--- config.mk ---
export PLATFORM = sky130hd
export DESIGN_NAME = clkgate_map_ctl
export DESIGN_NICKNAME = d
export VERILOG_FILES = /design/src/rtl/cgm_pkg.sv /design/src/rtl/cgm_cmd_decode.sv /design/src/rtl/cgm_map_reg.sv /design/src/rtl/cgm_enable_out.sv /design/src/rtl/clkgate_map_ctl.sv
export SDC_FILE = /design/constraint.sdc
export NUM_CORES = 1
export LEC_CHECK = 0
export BUFFER_PORTS_ARGS = -buffer_cell sky130_fd_sc_hd__clkbuf_2
export CORE_ASPECT_RATIO = 0.8
export CORE_MARGIN = 3
export CORE_UTILIZATION = 53
export DETAILED_ROUTE_END_ITERATION = 6
export GPL_TIMING_DRIVEN = 0
export PLACE_DENSITY = 0.88
export SETUP_SLACK_MARGIN = 0.4
export SLEW_MARGIN = 10
export SYNTH_ARGS = -nofsm -noshare
export SYNTH_HDL_FRONTEND = slang
export SYNTH_HIERARCHICAL = 1
export SYNTH_SLANG_ARGS = --single-unit
--- constraint.sdc ---
create_clock -name clk -period 5.5 [get_ports clk]
set_input_delay 0.55 -clock clk [delete_from_list [all_inputs] [get_ports clk]]
set_output_delay 0.55 -clock clk [all_outputs]
set_load 0.05 [all_outputs]
--- src/rtl/cgm_pkg.sv ---
package cgm_pkg;
   // Which register a bus address selects
   typedef enum logic [1:0] {
      RS_NONE = 2'd0,
      RS_MAP  = 2'd1,
      RS_CMD  = 2'd2
   } reg_sel_e;

   // Byte lanes of the command word
   localparam int unsigned SET_LANE = 0;
   localparam int unsigned CLR_LANE = 1;
   localparam int unsigned CMD_W    = 8;
endpackage

--- src/rtl/cgm_cmd_decode.sv ---
module cgm_cmd_decode #(
   parameter int unsigned MAP_W = 64,
   parameter int unsigned CMD_W = 8
) (
   input  logic             en_i,
   input  logic [CMD_W-1:0] cmd_i,
   output logic [MAP_W-1:0] mask_o
);
   localparam int unsigned IDX_W   = $clog2(MAP_W);
   localparam int unsigned ALL_BIT = IDX_W;

   initial begin
      if (MAP_W != (1 << IDX_W))
         $error("cgm_cmd_decode: MAP_W must be a power of two");
      if (CMD_W < IDX_W + 1)
         $error("cgm_cmd_decode: command byte too narrow for index plus flag");
   end

   logic             all_flag;
   logic [IDX_W-1:0] idx;

   assign all_flag = cmd_i[ALL_BIT];
   assign idx      = cmd_i[IDX_W-1:0];

   // One decoder slice per map bit; the global flag overrides the index
   for (genvar i = 0; i < MAP_W; i++) begin : g_bit
      assign mask_o[i] = en_i & (all_flag | (idx == IDX_W'(i)));
   end
endmodule

--- src/rtl/cgm_map_reg.sv ---
module cgm_map_reg #(
   parameter int unsigned MAP_W    = 64,
   parameter int unsigned WORD_W   = 32,
   parameter bit          CLR_WINS = 1'b1
) (
   input  logic                     clk,
   input  logic                     rst_n,
   input  logic [MAP_W/WORD_W-1:0]  wr_word_en_i,
   input  logic [WORD_W/8-1:0]      wr_be_i,
   input  logic [WORD_W-1:0]        wr_data_i,
   input  logic [MAP_W-1:0]         set_mask_i,
   input  logic [MAP_W-1:0]         clr_mask_i,
   output logic [MAP_W-1:0]         map_o
);
   localparam int unsigned N_WORDS = MAP_W / WORD_W;
   localparam int unsigned BE_W    = WORD_W / 8;

   initial begin
      if (MAP_W % WORD_W != 0)
         $error("cgm_map_reg: MAP_W must be a multiple of WORD_W");
      if (WORD_W % 8 != 0)
         $error("cgm_map_reg: WORD_W must be whole bytes");
   end

   logic [MAP_W-1:0] map_q;
   logic [MAP_W-1:0] direct_nxt;
   logic [MAP_W-1:0] map_nxt;

   // Direct byte-lane writes first
   always_comb begin
      direct_nxt = map_q;
      for (int w = 0; w < N_WORDS; w++) begin
         for (int b = 0; b < BE_W; b++) begin
            if (wr_word_en_i[w] && wr_be_i[b])
               direct_nxt[w*WORD_W + b*8 +: 8] = wr_data_i[b*8 +: 8];
         end
      end
   end

   // Commands override direct writes; the variant picks set/clear priority
   if (CLR_WINS) begin : g_clr_wins
      assign map_nxt = (direct_nxt | set_mask_i) & ~clr_mask_i;
   end else begin : g_set_wins
      assign map_nxt = (direct_nxt & ~clr_mask_i) | set_mask_i;
   end

   always_ff @(posedge clk) begin
      if (!rst_n) map_q <= '0;
      else        map_q <= map_nxt;
   end

   assign map_o = map_q;

   if (CLR_WINS) begin : g_chk_clr
      assert_clear_wins_R9 : assert property (@(posedge clk) disable iff (!rst_n)
         ((set_mask_i & clr_mask_i) != '0) |=> ((map_q & $past(set_mask_i & clr_mask_i)) == '0));
   end
endmodule

--- src/rtl/cgm_enable_out.sv ---
module cgm_enable_out #(
   parameter int unsigned MAP_W   = 64,
   parameter bit          OUT_REG = 1'b1
) (
   input  logic             clk,
   input  logic             rst_n,
   input  logic [MAP_W-1:0] map_i,
   output logic [MAP_W-1:0] clk_en_o
);
   if (OUT_REG) begin : g_reg
      logic [MAP_W-1:0] en_q;
      always_ff @(posedge clk) begin
         if (!rst_n) en_q <= '1;
         else        en_q <= ~map_i;
      end
      assign clk_en_o = en_q;

      assert_en_follows_R10 : assert property (@(posedge clk) disable iff (!rst_n)
         1'b1 |=> (clk_en_o == ~$past(map_i)));
   end else begin : g_comb
      assign clk_en_o = ~map_i;
   end
endmodule

--- src/rtl/clkgate_map_ctl.sv ---
module clkgate_map_ctl #(
   parameter int unsigned ADDR_W   = 4,
   parameter int unsigned DATA_W   = 32,
   parameter int unsigned MAP_W    = 64,
   parameter bit          CLR_WINS = 1'b1,
   parameter bit          OUT_REG  = 1'b1
) (
   input  logic              clk,
   input  logic              rst_n,
   input  logic [ADDR_W-1:0] bus_addr,
   input  logic [DATA_W-1:0] bus_wdata,
   input  logic [DATA_W/8-1:0] bus_be,
   input  logic              bus_we,
   input  logic              bus_sup,
   output logic [DATA_W-1:0] bus_rdata,
   output logic [MAP_W-1:0]  clk_en,
   output logic              acc_err
);
   import cgm_pkg::*;

   localparam int unsigned N_WORDS = MAP_W / DATA_W;
   localparam int unsigned BE_W    = DATA_W / 8;
   localparam int unsigned IDX_W   = $clog2(MAP_W);
   localparam int unsigned ALL_BIT = IDX_W;
   localparam int unsigned CMD_ADR = N_WORDS;
   localparam int unsigned SET_LSB = SET_LANE * CMD_W;
   localparam int unsigned CLR_LSB = CLR_LANE * CMD_W;

   initial begin
      if (DATA_W < 16 || DATA_W % 8 != 0)
         $error("clkgate_map_ctl: DATA_W must be whole bytes, at least two");
      if (MAP_W > 128)
         $error("clkgate_map_ctl: index plus flag must fit in a byte");
      if ((1 << ADDR_W) <= CMD_ADR)
         $error("clkgate_map_ctl: ADDR_W too small for the register map");
   end

   // Address decode
   reg_sel_e          sel;
   logic [N_WORDS-1:0] word_hit;
   always_comb begin
      sel = RS_NONE;
      if (32'(bus_addr) < N_WORDS)       sel = RS_MAP;
      else if (32'(bus_addr) == CMD_ADR) sel = RS_CMD;
      for (int w = 0; w < N_WORDS; w++)
         word_hit[w] = (32'(bus_addr) == w);
   end

   logic wr_ok;
   logic user_wr;
   assign wr_ok   = bus_we & bus_sup;
   assign user_wr = bus_we & ~bus_sup & (sel != RS_NONE);

   logic [N_WORDS-1:0] map_wr_en;
   assign map_wr_en = (wr_ok && sel == RS_MAP) ? word_hit : '0;

   logic cmd_wr;
   assign cmd_wr = wr_ok & (sel == RS_CMD);

   logic [MAP_W-1:0] set_mask, clr_mask, map_q;

   cgm_cmd_decode #(.MAP_W(MAP_W), .CMD_W(CMD_W)) u_set_dec (
      .en_i   (cmd_wr & bus_be[SET_LANE]),
      .cmd_i  (bus_wdata[SET_LSB +: CMD_W]),
      .mask_o (set_mask)
   );

   cgm_cmd_decode #(.MAP_W(MAP_W), .CMD_W(CMD_W)) u_clr_dec (
      .en_i   (cmd_wr & bus_be[CLR_LANE]),
      .cmd_i  (bus_wdata[CLR_LSB +: CMD_W]),
      .mask_o (clr_mask)
   );

   cgm_map_reg #(.MAP_W(MAP_W), .WORD_W(DATA_W), .CLR_WINS(CLR_WINS)) u_map (
      .clk          (clk),
      .rst_n        (rst_n),
      .wr_word_en_i (map_wr_en),
      .wr_be_i      (bus_be),
      .wr_data_i    (bus_wdata),
      .set_mask_i   (set_mask),
      .clr_mask_i   (clr_mask),
      .map_o        (map_q)
   );

   cgm_enable_out #(.MAP_W(MAP_W), .OUT_REG(OUT_REG)) u_en (
      .clk      (clk),
      .rst_n    (rst_n),
      .map_i    (map_q),
      .clk_en_o (clk_en)
   );

   // Read path: map words only, command word and the rest read zero
   always_comb begin
      bus_rdata = '0;
      for (int w = 0; w < N_WORDS; w++)
         if (word_hit[w]) bus_rdata = map_q[w*DATA_W +: DATA_W];
   end

   logic err_q;
   always_ff @(posedge clk) begin
      if (!rst_n) err_q <= 1'b0;
      else        err_q <= user_wr;
   end
   assign acc_err = err_q;

   // Checks
   assert_set_one_R2 : assert property (@(posedge clk) disable iff (!rst_n)
      (cmd_wr && bus_be[SET_LANE] && !bus_be[CLR_LANE] && !bus_wdata[SET_LSB+ALL_BIT])
      |=> map_q[$past(bus_wdata[SET_LSB +: IDX_W])]);

   assert_clr_one_R3 : assert property (@(posedge clk) disable iff (!rst_n)
      (cmd_wr && bus_be[CLR_LANE] && !bus_wdata[CLR_LSB+ALL_BIT])
      |=> !map_q[$past(bus_wdata[CLR_LSB +: IDX_W])]);

   assert_clr_all_R4 : assert property (@(posedge clk) disable iff (!rst_n)
      (cmd_wr && bus_be[CLR_LANE] && bus_wdata[CLR_LSB+ALL_BIT]) |=> (map_q == '0));

   assert_user_ignored_R8 : assert property (@(posedge clk) disable iff (!rst_n)
      (bus_we && !bus_sup) |=> $stable(map_q));

   assert_err_pulse_R8 : assert property (@(posedge clk) disable iff (!rst_n)
      user_wr |=> acc_err);

   assert_err_cause_R8 : assert property (@(posedge clk) disable iff (!rst_n)
      acc_err |-> $past(bus_we && !bus_sup));

   assert_cmd_reads_zero_R6 : assert property (@(posedge clk) disable iff (!rst_n)
      (32'(bus_addr) >= CMD_ADR) |-> (bus_rdata == '0));
endmodule

After elaboration in Yosys (flattened, before gate mapping)
Cells that the tools add are included.

Flip-flop bits (word level): 129. Input port bits: 44. Output and inout bits: 97.

Magnitude comparators: 1. Equal/unequal tests: 130. Mux-type cells: 13. Bitwise gates (word level): 267. Reductions and logical operators: 13.

Operators by type and width (count): $eq A6 B6 Y1 const B (64); $eq A6 B5 Y1 const B (32); $and A1 B1 Y1 (134); $not A64 Y64 (2); $or A1 B1 Y1 (128); $eq A6 B4 Y1 const B (16); $and A64 B64 Y64 (1); $mux W32 (2); $mux W8 (8); $or A64 B64 Y64 (1); $eq A6 B3 Y1 const B (8); $eq A6 B2 Y1 const B (4); $eq A6 B1 Y1 const B (2); $logic_not A6 Y1 (2); $logic_and A1 B1 Y1 (9); $mux W2 (3); $eq A4 B1 Y1 const B (1); $eq A4 B2 Y1 const B (1); $logic_not A4 Y1 (1); $lt A4 B2 Y1 const B (1); $eq A2 B1 Y1 const B (1); $eq A2 B2 Y1 const B (1); $reduce_bool A2 Y1 (1); $not A1 Y1 (1).

Logic depth before layout (Yosys ltp)
Depth in word-level cells: 10. Mapped depth: 8. Gate-level depth less buffers: 6.

Modules after synthesis
Netlist, hierarchy kept.

By module, submodules not included: cgm_map_reg (instances 1, cells an instance 295, area an instance 3318.2 um2); cgm_enable_out (instances 1, cells an instance 135, area an instance 1622.8 um2); cgm_cmd_decode (instances 2, cells an instance 99, area an instance 571.8 um2); clkgate_map_ctl (instances 1, cells an instance 83, area an instance 609.3 um2).

Least setup slack after synthesis
Ideal clock, no wire load.

Path type: input to register. From: in bus_addr[0]. To: reg u_map.map_q[7], in the netlist u_map/map_o[7]. Setup time: 103 ps. Arrival: 2323 ps. Required time: 5397 ps. Setup slack: 3074 ps. Stages: 8. Buffers on the path: 2. Cells stage by stage: buf_2 > and3b_1 > and4_2 > or3b_1 > buf_2 > o21ai_1 > nor2_1 > a2111oi_2.

Elaborated cells between the ends (all ways): 19. Those cells by class: order compare: 1; eq/ne: 3; mux: 4; bitwise: 8; reduce/logical: 3.

RTL lines: from (decl) (RTL line clkgate_map_ctl.sv:10) `input logic [ADDR_W-1:0] bus_addr,`; parallel branches: the longest is 2 deep, another holds $lt A4 B2 Y1; $mux W2 (*) (RTL line clkgate_map_ctl.sv:43) `if (32'(bus_addr) < N_WORDS) sel = RS_MAP;`; $eq A2 B2 Y1 (*) (RTL line clkgate_map_ctl.sv:58) `assign cmd_wr = wr_ok & (sel == RS_CMD);`; $and A1 B1 Y1 (*) (RTL line clkgate_map_ctl.sv:58); $and A1 B1 Y1 (*) (RTL line clkgate_map_ctl.sv:63) `.en_i (cmd_wr & bus_be[SET_LANE]),`; $and A1 B1 Y1 (*) (RTL line cgm_cmd_decode.sv:27) `assign mask_o[i] = en_i & (all_flag | (idx == IDX_W'(i)));`; named net set_mask[7] (RTL line clkgate_map_ctl.sv:60) `logic [MAP_W-1:0] set_mask, clr_mask, map_q;`; $or A64 B64 Y64 (*) (RTL line cgm_map_reg.sv:42) `assign map_nxt = (direct_nxt | set_mask_i) & ~clr_mask_i;`; $and A64 B64 Y64 (*) (RTL line cgm_map_reg.sv:42); to (signal assigned) (RTL line cgm_map_reg.sv:49) `else map_q <= map_nxt;`; to (decl) (RTL line cgm_map_reg.sv:25) `logic [MAP_W-1:0] map_q;`.

Mark *: on every way through the listed nets, which the timed path passes. A chain may end at the register's enable or synchronous reset.

Final worst setup path
From: in bus_addr[0]. To: reg u_map.map_q[10], in the netlist u_map/map_o[10].

The elaborated chain is that of the path after synthesis.

==> impl_metrics.json <==
{
  "status": "finished clean",
  "cts_tree": "yes",
  "avgRoutedWirePerCell_um": 21.1,
  "rows": 36,
  "critPathKind": "in2reg",
  "grt_overflow": 0,
  "synthAdderAreaFrac_pct": 0,
  "synth_area_mm2": 0.00669,
  "synthSimpleGateAreaFrac_pct": 16.9,
  "critPathMaxStageDelay_ns": 0.46,
  "grt_use_total_pct": 31.0,
  "crit_required_ns": 5.79,
  "p_total_uw": 2400,
  "synth.distinct_cells": 32,
  "drtIter0Drc": 1164,
  "arrival_ns": 2.79,
  "gp_congestion": 1.03,
  "clkTransAtPathRegs_ns": 0.05,
  "p_leak_uw": 0.00298,
  "cts_resized": 0,
  "crit_path_top_delay_cell": "clkbuf_1",
  "min_period_ns": 2.50,
  "max-cap-violations": 0,
  "rsz0062_at_grt": "no",
  "setup_tns_ns": 0,
  "avgViaCountPerCell": 6.40,
  "syn_avg_cell_area_um2": 9.41,
  "synth_top_family_by_area": "compound AO/OA/AOI/OAI gates",
  "io_buffers": 137,
  "timing.slew.headroom_pct": 65.4,
  "drive_gt1_share_pct": 33.9,
  "tightestPinTransition_ns": 0.519,
  "yosysSeqAreaShare_pct": 38.6,
  "hold_ws_ns": 0.395,
  "worstPathMaxFanout": 10,
  "die_y_um": 107,
  "fp.coreArea_mm2": 0.0123,
  "synth_mux_area_share_pct": 4.79,
  "numCtsBuffers": 17,
  "grt_pass1_vias": 6298,
  "skew_ns": 0.0105,
  "drc": 0,
  "final_common_cell": "clkbuf_2",
  "final_nets": 911,
  "clk_path_buf_depth": 2,
  "synth_cells": 711,
  "ys_warn_count": 6,
  "wirelength_um": 22100,
  "fmaxAchievable_mhz": 400,
  "final_cell_mix": "clkbuf_2 (143), dfxtp_1 (129), nor2_1 (97)",
  "grt_pass1_wl_um": 34700,
  "ant_nets": 0,
  "num_io_pins": 141,
  "post-cts-setup-buffers": 0,
  "crit_family": "simple AND/OR/NAND/NOR gates",
  "endpoint_kind": "flop",
  "yosys_register_bits": 129,
  "cts.sinks": 129,
  "die_width_um": 132,
  "cts-root-buf": "clkbuf_16",
  "start_kind": "primary input",
  "synth_compound_area_share_pct": 31.2,
  "cts-hold-fix-buffers": 0,
  "min_path_type": "reg2reg",
  "grt_max_degree": 17,
  "drt_pass1_iterations": 6,
  "path_cells": "buf_2, and3b_1, and4_2, nand2_1, clkbuf_1, o21ai_0, a211oi_1, a2111oi_2",
  "area_delta_synth_final_pct": 23.4,
  "antenna_cells": 0,
  "start_util_pct": 54.6,
  "crit_buf_inv": 2,
  "power.density_mw_per_mm2": 291,
  "antenna_found_initial": 0,
  "dp_hpwl_um": 16200,
  "finalMaxSlewViolations": 0,
  "htreeDepth": 4,
  "hold_viol": 0,
  "vdd_drop_max_mv": 0.233,
  "syn-num-nets": 755,
  "period_share_pct": 45.4,
  "setup_violations": 0,
  "clkLatencyLatePin_ns": 0.43,
  "vias": 6723,
  "dieArea_mm2": 0.0140,
  "synthXorXnorAreaFrac_pct": 0
}
[power breakdown]
part | internal, µW | switching (µW) | leakage (µW) | total, µW
clock network | 844 | 421 | 0.000322 | 1270
logic | 64.3 | 124 | 0.00162 | 188
registers | 943 | 5.63 | 0.00104 | 949
[synthesized netlist by cell type (all sizes together)]
cell type | number | area share, %
a211oi | 64 | 7.2
clkbuf | 30 | 1.8
dfxtp | 129 | 39
and2b | 1 | 0.13
mux2i | 32 | 4.8
or4b | 8 | 1.3
or3b | 2 | 0.26
a21oi | 1 | 0.075
and2 | 8 | 1.0
nand2 | 66 | 3.7
or3 | 1 | 0.094
nand4 | 2 | 0.19
inv | 1 | 0.056
nor2 | 98 | 5.5
or4 | 2 | 0.34
nand3 | 3 | 0.22
nand4bb | 12 | 2.0
nand4b | 8 | 1.0
and3b | 1 | 0.13
nand3b | 4 | 0.45
o21ai | 128 | 9.6
a2111oi | 64 | 14
and4 | 3 | 0.43
buf | 43 | 6.7
[flip-flops by register name (all words and copies together) (netlist names)]
name and count:
u_map/map_o 64, u_en/clk_en_o 64, acc_err 1
[cell type report]
| class | instances | area [µm²] |
|---|---|---|
| plain buffers | 73 | 569 |
| clock buffers | 25 | 526 |
| clock inverters | 7 | 144 |
| fillers | 998 | 3990 |
| inverters | 1 | 3.75 |
| multi-input cells | 508 | 3540 |
| flip-flops and latches | 129 | 2580 |
| well taps | 171 | 214 |
| repair buffers | 137 | 686 |
[final timing paths]
| check | from | endpoint | slack (ns) | cells past startpoint |
|---|---|---|---|---|
| worst max-delay path | bus_addr[0] | u_map/map_o[10] | 3.00 | 8 |
| worst min-delay path | u_map/map_o[14] | u_en/clk_en_o[14] | 0.39 | 1 |
| worst max register to register | u_map/map_o[38] | u_map/map_o[38] | 4.51 | 2 |
| worst min register to register | u_map/map_o[14] | u_en/clk_en_o[14] | 0.39 | 1 |
[through the flow]
stage | setup slack (ns) | std cells | util, % | cell area [µm²]
after CTS | 3.13 | 1051 | 67.4 | 8260
final | 3.00 | 1051 | 67.4 | 8260
after detailed placement | 2.71 | 1019 | 62.0 | 7590
after global placement | 2.76 | 1019 | 62.0 | 7590
after floorplan | 3.07 | 711 | - | 6690
after global routing | 2.98 | 1051 | 67.4 | 8260
[routing by layer]
| metal | track usage (%) | wire length [µm] | up-vias |
|---|---|---|---|
| li1 | - | - | 2996 |
| met1 | 41.9 | 9270 | 3195 |
| met5 | 0 | 29 | - |
| met4 | 9.82 | 598 | 2 |
| met2 | 48.2 | 9700 | 453 |
| met3 | 8.80 | 2530 | 77 |
[cells by family (layout without fill, tap and decap cells)]
| logic type | after synthesis | in the layout |
|---|---|---|
| AO/OA/AOI/OAI | 257 | 257 |
| AND/OR/NAND/NOR | 219 | 219 |
| flip-flops | 129 | 129 |
| buffers and inverters | 74 | 243 |
| multiplexers | 32 | 32 |
No activity file was read; power rests on OpenSTA's default activity.
